### src/rtl/csamul_pkg.sv
`timescale 1ns/1ps
package csamul_pkg;
  // Pipeline depth from operand capture to registered product.
  localparam int unsigned PIPE_STAGES = 5;
  // Number of partial-product rows the carry-save tree is shaped for.
  localparam int unsigned TREE_ROWS   = 6;
  // Number of vectors held after the first reduction level.
  localparam int unsigned LVL1_VECS   = 4;
  // Number of vectors held after the second reduction level.
  localparam int unsigned LVL2_VECS   = 3;
endpackage

### src/rtl/fa_cell.sv
`timescale 1ns/1ps
module fa_cell (
  input  logic a,
  input  logic b,
  input  logic ci,
  output logic s,
  output logic co
);
  assign s  = a ^ b ^ ci;
  assign co = (a & b) | (a & ci) | (b & ci);
endmodule

### src/rtl/ppgen.sv
`timescale 1ns/1ps
// Partial-product generator: one row per multiplier bit, each row the
// multiplicand shifted to that bit's weight, gated by the bit and the enable.
module ppgen #(
  parameter int unsigned OPW = 6,
  parameter int unsigned PW  = 2 * OPW
) (
  input  logic                    en,
  input  logic [OPW-1:0]          a,
  input  logic [OPW-1:0]          b,
  output logic [OPW-1:0][PW-1:0]  rows
);
  localparam int unsigned PADW = PW - OPW;

  logic [PW-1:0] a_ext;
  assign a_ext = {{PADW{1'b0}}, a};

  for (genvar i = 0; i < OPW; i++) begin : g_row
    assign rows[i] = (en && b[i]) ? (a_ext << i) : '0;
  end
endmodule

### src/rtl/csa3.sv
`timescale 1ns/1ps
// Three-to-two carry-save adder. Carries never ripple: each bit's carry-out
// is emitted one position higher in the carry vector.
module csa3 #(
  parameter int unsigned W = 12
) (
  input  logic [W-1:0] x,
  input  logic [W-1:0] y,
  input  logic [W-1:0] z,
  output logic [W-1:0] sum,
  output logic [W-1:0] cyv
);
  assign cyv[0] = 1'b0;

  for (genvar i = 0; i < W; i++) begin : g_bit
    if (i < W - 1) begin : g_fa
      fa_cell u_fa (
        .a (x[i]),
        .b (y[i]),
        .ci(z[i]),
        .s (sum[i]),
        .co(cyv[i+1])
      );
    end else begin : g_top
      // Carry out of the top bit is beyond the product width.
      assign sum[i] = x[i] ^ y[i] ^ z[i];
    end
  end
endmodule

### src/rtl/cpa_ripple.sv
`timescale 1ns/1ps
// Carry-propagate adder built as a chain of full adders.
module cpa_ripple #(
  parameter int unsigned W = 12
) (
  input  logic [W-1:0] x,
  input  logic [W-1:0] y,
  output logic [W-1:0] sum
);
  logic [W-1:0] cr;
  assign cr[0] = 1'b0;

  for (genvar i = 0; i < W; i++) begin : g_bit
    if (i < W - 1) begin : g_fa
      fa_cell u_fa (
        .a (x[i]),
        .b (y[i]),
        .ci(cr[i]),
        .s (sum[i]),
        .co(cr[i+1])
      );
    end else begin : g_top
      assign sum[i] = x[i] ^ y[i] ^ cr[i];
    end
  end
endmodule

### src/rtl/csa_tree_mul.sv
`timescale 1ns/1ps
module csa_tree_mul
  import csamul_pkg::*;
#(
  parameter int unsigned OPW = 6,
  parameter int unsigned PW  = 2 * OPW
) (
  input  logic           clk,
  input  logic           rst,
  input  logic           in_valid,
  input  logic [OPW-1:0] in_a,
  input  logic [OPW-1:0] in_b,
  output logic           out_valid,
  output logic [PW-1:0]  out_prod
);
  // Valid bit travels alongside the data through all stages.
  logic [PIPE_STAGES-1:0] vld_q;

  // Stage 1: partial-product rows.
  logic [OPW-1:0][PW-1:0] rows_d;
  logic [OPW-1:0][PW-1:0] st1_q;

  // Stage 2: two CSAs, six rows to four vectors.
  logic [PW-1:0] s_a, c_a, s_b, c_b;
  logic [LVL1_VECS-1:0][PW-1:0] st2_q;

  // Stage 3: one CSA on three vectors, fourth passes by.
  logic [PW-1:0] s_c, c_c;
  logic [LVL2_VECS-1:0][PW-1:0] st3_q;

  // Stage 4: final CSA, three vectors to sum and carry.
  logic [PW-1:0] s_d, c_d;
  logic [PW-1:0] st4_s_q, st4_c_q;

  // Stage 5: carry-propagate add.
  logic [PW-1:0] prod_d;
  logic [PW-1:0] st5_q;

  ppgen #(.OPW(OPW), .PW(PW)) u_pp (
    .en  (in_valid),
    .a   (in_a),
    .b   (in_b),
    .rows(rows_d)
  );

  csa3 #(.W(PW)) u_csa_l1a (
    .x(st1_q[0]), .y(st1_q[1]), .z(st1_q[2]),
    .sum(s_a), .cyv(c_a)
  );

  csa3 #(.W(PW)) u_csa_l1b (
    .x(st1_q[3]), .y(st1_q[4]), .z(st1_q[5]),
    .sum(s_b), .cyv(c_b)
  );

  csa3 #(.W(PW)) u_csa_l2 (
    .x(st2_q[0]), .y(st2_q[1]), .z(st2_q[2]),
    .sum(s_c), .cyv(c_c)
  );

  csa3 #(.W(PW)) u_csa_l3 (
    .x(st3_q[0]), .y(st3_q[1]), .z(st3_q[2]),
    .sum(s_d), .cyv(c_d)
  );

  cpa_ripple #(.W(PW)) u_cpa (
    .x  (st4_s_q),
    .y  (st4_c_q),
    .sum(prod_d)
  );

  always_ff @(posedge clk) begin
    if (rst) begin
      vld_q   <= '0;
      st1_q   <= '0;
      st2_q   <= '0;
      st3_q   <= '0;
      st4_s_q <= '0;
      st4_c_q <= '0;
      st5_q   <= '0;
    end else begin
      vld_q   <= {vld_q[PIPE_STAGES-2:0], in_valid};
      st1_q   <= rows_d;
      st2_q   <= {c_b, s_b, c_a, s_a};
      st3_q   <= {st2_q[3], c_c, s_c};
      st4_s_q <= s_d;
      st4_c_q <= c_d;
      st5_q   <= prod_d;
    end
  end

  assign out_valid = vld_q[PIPE_STAGES-1];
  assign out_prod  = st5_q;
endmodule

### config.mk
export PLATFORM = sky130hd
export DESIGN_NAME = csa_tree_mul
export DESIGN_NICKNAME = d
export VERILOG_FILES = /design/src/rtl/csamul_pkg.sv /design/src/rtl/fa_cell.sv /design/src/rtl/ppgen.sv /design/src/rtl/csa3.sv /design/src/rtl/cpa_ripple.sv /design/src/rtl/csa_tree_mul.sv
export SDC_FILE = /design/constraint.sdc
export NUM_CORES = 1
export LEC_CHECK = 0
export ABC_CLOCK_PERIOD_IN_PS = 4600
export BUFFER_PORTS_ARGS = -buffer_cell sky130_fd_sc_hd__buf_2
export CAP_MARGIN = 10
export CORE_AREA = 2 2 89 91
export CTS_CLUSTER_DIAMETER = 200
export CTS_CLUSTER_SIZE = 24
export DETAILED_ROUTE_END_ITERATION = 8
export DIE_AREA = 0 0 91 93
export PLACE_DENSITY = 0.68
export SYNTH_ARGS = -nofsm -noshare
export SYNTH_HDL_FRONTEND = slang
export SYNTH_SLANG_ARGS = --single-unit
### constraint.sdc
create_clock -name clk -period 4.6 [get_ports clk]
set_input_delay 0 -clock clk [delete_from_list [all_inputs] [get_ports clk]]
set_output_delay 0 -clock clk [all_outputs]
set_load 0.01 [all_outputs]
# == Yosys cells after proc, flatten, opt, wreduce, memory -nomap -nowiden ==
# Cells that the tools add are included.
# op_classes
n_reduce_logical,12
bitwise,396
# ops
op,n
$and 1x1->1,163
$xor 1x1->1,119
$or 1x1->1,108
$reduce_or 2->1,6
$logic_and 1x1->1,6
$not 1->1,6
# totals
wordCells,435
ff_bits,197
input_bits,15
output_inout_bits,13

# == Longest topological paths before layout ==
# logic_depth
ltp_word,32
mapped_depth,10

# == Cells and area by module ==
# A second synthesis with hierarchy kept.
# hier_totals
hier_cells,561
area_unflattened_um2,7468.4
# by_module_without_submodules
module,area_per_inst_um2,n_inst,cells_each
csa_tree_mul,5640.4,1,416
fa_cell,20.0,55,1
ppgen,559.3,1,76
csa3,35.0,4,3
cpa_ripple,27.5,1,2

# == Worst setup path after synthesis ==
# No wires, ideal clock.
# synth_timing
kind,register to register
from,register st4_s_q[4]
to,register st5_q[10] (netlist: out_prod[10])
arrival_time_ns,3.232
path_stages_with_launch,10
setup_ns,0.065
synth_period_minus_slack_ns,3.297
slack_ns,1.303
path_cell_list,dfxtp_1 ha_1 fa_1 fa_1 fa_1 fa_1 fa_1 inv_1 fa_1 nor2_1
# synth_between
elab_chain_cells,19
# synth_lines
item,line,text
from (decl),csa_tree_mul.sv:33,"logic [PW-1:0] st4_s_q, st4_c_q;"
from (signal assigned),csa_tree_mul.sv:78,st4_s_q <= '0;
from (signal assigned),csa_tree_mul.sv:86,st4_s_q <= s_d;
$and 1x1->1,fa_cell.sv:10,assign co = (a & b) | (a & ci) | (b & ci);
$or 1x1->1 * (2 in series),fa_cell.sv:10,
$and 1x1->1,fa_cell.sv:10,
$or 1x1->1,fa_cell.sv:10,
$or 1x1->1 *,fa_cell.sv:10,
$and 1x1->1,fa_cell.sv:10,
$or 1x1->1,fa_cell.sv:10,
$or 1x1->1 *,fa_cell.sv:10,
[2 not listed],n/a,
$or 1x1->1 *,fa_cell.sv:10,
$and 1x1->1,fa_cell.sv:10,
$or 1x1->1,fa_cell.sv:10,
$or 1x1->1 *,fa_cell.sv:10,
$and 1x1->1,fa_cell.sv:10,
$or 1x1->1,fa_cell.sv:10,
$or 1x1->1 *,fa_cell.sv:10,
$xor 1x1->1 *,fa_cell.sv:9,assign s = a ^ b ^ ci;
to (signal assigned),csa_tree_mul.sv:88,st5_q <= prod_d;
to (decl),csa_tree_mul.sv:37,logic [PW-1:0] st5_q;
# Mark *: on every way between the ends. The rest lies on a longest branch, timed or not.
# A chain may end at the register's enable or synchronous reset.

# == Worst setup path in the final report ==
# Same ends and word-level chain as after synthesis.

==> metrics.cfg <==
[outcome]
outcome = finished, final reports clean

[layout]
drive_gt1_share_pct = 16.1
fin_util_pct = 65.4
final_common_cell = dfxtp_1
synthToLayoutAreaGrowth_pct = 25.9
antenna_cells = 0
final_cell_mix = dfxtp_1 (123), nor2b_1 (85), and3_1 (36)
final_nets = 396

[setup_path]
max_stage_delay_ns = 0.46
r2r-end = out_prod[10]
cp_data_arrival_time_ns = 3.80
cp_cell_sequence = ha_1 > fa_1 > fa_1 > fa_1 > fa_1 > fa_1 > inv_1 > fa_1 > nor2_1
start_kind = flop
r2r-start = st4_s_q[4]
r2r_setup_slack_ns = 1.23
cp_common_cell = fa_1
cp_data_required_time_ns = 5.03
r2r_cells = 9
slowest_stage = fa_1
critPathCaptureType = flop
worstPathMaxFanout = 1
startpoint = st4_s_q[4]
crit_type = flop to flop
worstSetupEndpoint = out_prod[10]

[global_routing]
antenna_found_initial = 0
grt_overflow_total = 0
grt_usage_pct = 13.4
grt_pass1_wl_um = 8510
grt_pass1_vias = 1985
grt_max_degree = 89

[logic_synthesis]
syn_area_per_cell_um2 = 13.2
synth_cell_types = 12
yosys.area.top_type = dfxtp_1
synth_area_um2 = 3910
syn-num-nets = 344
synth_top_cell_area_share_pct = 63.0
netlist_instances = 296
yosys-top-cells-area = dfxtp_1 (63%), nor2b_1 (14%), fa_1 (12%), and3_1 (5.8%), ha_1 (3.2%)
synth_warnings = 0
ys_seq_area_share_pct = 63.0
ys_ff_latch = 123

[clock_network]
numCtsBuffers = 17
htreeDepth = 4
post_cts_buffers = 0
clk_pin_slew_ns = 0.05
cts_root_buffer = clkbuf_8
cts_resized = 0
clockBufferDepth = 2
clock_sinks = 123
tritoncts = built
clk_latency_ns = 0.49
holdBufCountCts = 17

[sta]
period_share_pct = 73.3
fin_tns_setup_ns = 0
min_period_ns = 3.37
finalMaxSlewViolations = 0
tightest_slew_ns = 0.814
hold_viol = 0
slew_headroom_pct = 45.7
finalSetupViolations = 0
skew_ns = 0.00653
fmaxAchievable_mhz = 296
rsz0062_at_grt = no

[detailed_routing]
ant_nets = 0
drt-total-wl_um = 5040
dr.pass1.iters = 4
dr_total_vias = 1990
drc = 0
wl_per_cell_um = 10.9
drt_iter0_drc = 80
via_per_inst = 4.30

[die]
core_area_um2 = 7530
ios = 28
die-area_um2 = 8460
dieHeight_um = 93
dieWidth_um = 91
initial_core_util_pct = 51.9
rows = 32

[pwr]
p_leak_nw = 2.31
powerDensity_nw_per_um2 = 516
ir_drop_v = 0.000301

[place]
routabilityCongestion = 0.679
dp_hpwl_um = 3070
portBuffers = 27

[worst_hold_path]
min_path_type = input pin to flop

[run]
cap_violations = 0

## report_power, final
group,internal [mW],switching (mW)
sequential,1.09,0.00899
combinational,0.0306,0.0319
clock,0.965,0.415
## Yosys cell counts, drive strengths merged
library cell  number
nor2               2
ha                10
clkbuf             4
fa                23
and3              36
inv                3
nor2b             86
dfxtp            123
buf                8
xor2               1
## critical path, delay by kind of cell, from the launching register on
family / cells / cell delay, ns
fa+ha+maj: 7 / 2.84
flops: 1 / 0.30
simple gates: 1 / 0.08
buf+inv: 1 / 0.08
## through the flow
step	setup WS, ns	hold WS [ns]	cell area (µm²)	std cells	power (mW)
2_1_floorplan	1.30	0.146	3910	296	1.15
3_3_place_gp	1.21	0.290	4110	414	1.17
3_5_place_dp	1.20	0.297	4110	414	1.17
4_1_cts	1.19	0.178	4920	463	2.56
5_1_grt	1.02	0.228	4920	463	2.63
6_report	1.23	0.188	4920	463	2.54
## routing by layer
| layer | track usage [%] | vias to the layer above | part of all wire, % |
|---|---|---|---|
| met2 | 22.2 | 39 | 49 |
| met5 | 0 | - | 0 |
| li1 | - | 1038 | - |
| met4 | 8.33 | 0 | 1.8 |
| met1 | 14.3 | 902 | 45 |
| met3 | 5.56 | 11 | 3.7 |
## state kept, by name (all words and copies together), names as in the netlist
name      flops
st4_s_q      11
st3_q        23
vld_q         5
st2_q        28
st1_q        36
out_prod     12
st4_c_q       8
## area by class of cell
cell class | instances | area [µm²]
fillers | 593 | 2610
multi-input cells | 158 | 1370
clock buffers | 26 | 508
inverters | 3 | 11.3
well taps | 102 | 128
repair buffers | 45 | 313
clock inverters | 6 | 130
flip-flops and latches | 123 | 2460
## kinds of logic (layout without fill, tap and decap cells)
logic type    after synthesis  in the layout  synth area share [%]
flops                     123            123                  63.0
fa+ha+maj                  33             33                  15.0
simple gates              124            124                  19.8
buf+inv                    15             80                  2.02
xor+xnor                    1              1                 0.224
## worst min path at each step
stage             from            to  slack (ns)  depth (start not counted)
2_1_floorplan  in_a[0]      st1_q[0]        0.15                          1
5_1_grt            rst     st2_q[18]        0.23                          3
3_5_place_dp   in_a[0]     st1_q[26]        0.30                          2
3_3_place_gp   in_a[0]     st1_q[65]        0.29                          2
6_report           rst      st2_q[2]        0.19                          3
4_1_cts            rst  out_prod[10]        0.18                          3
Power figures use the tool's default switching activity.
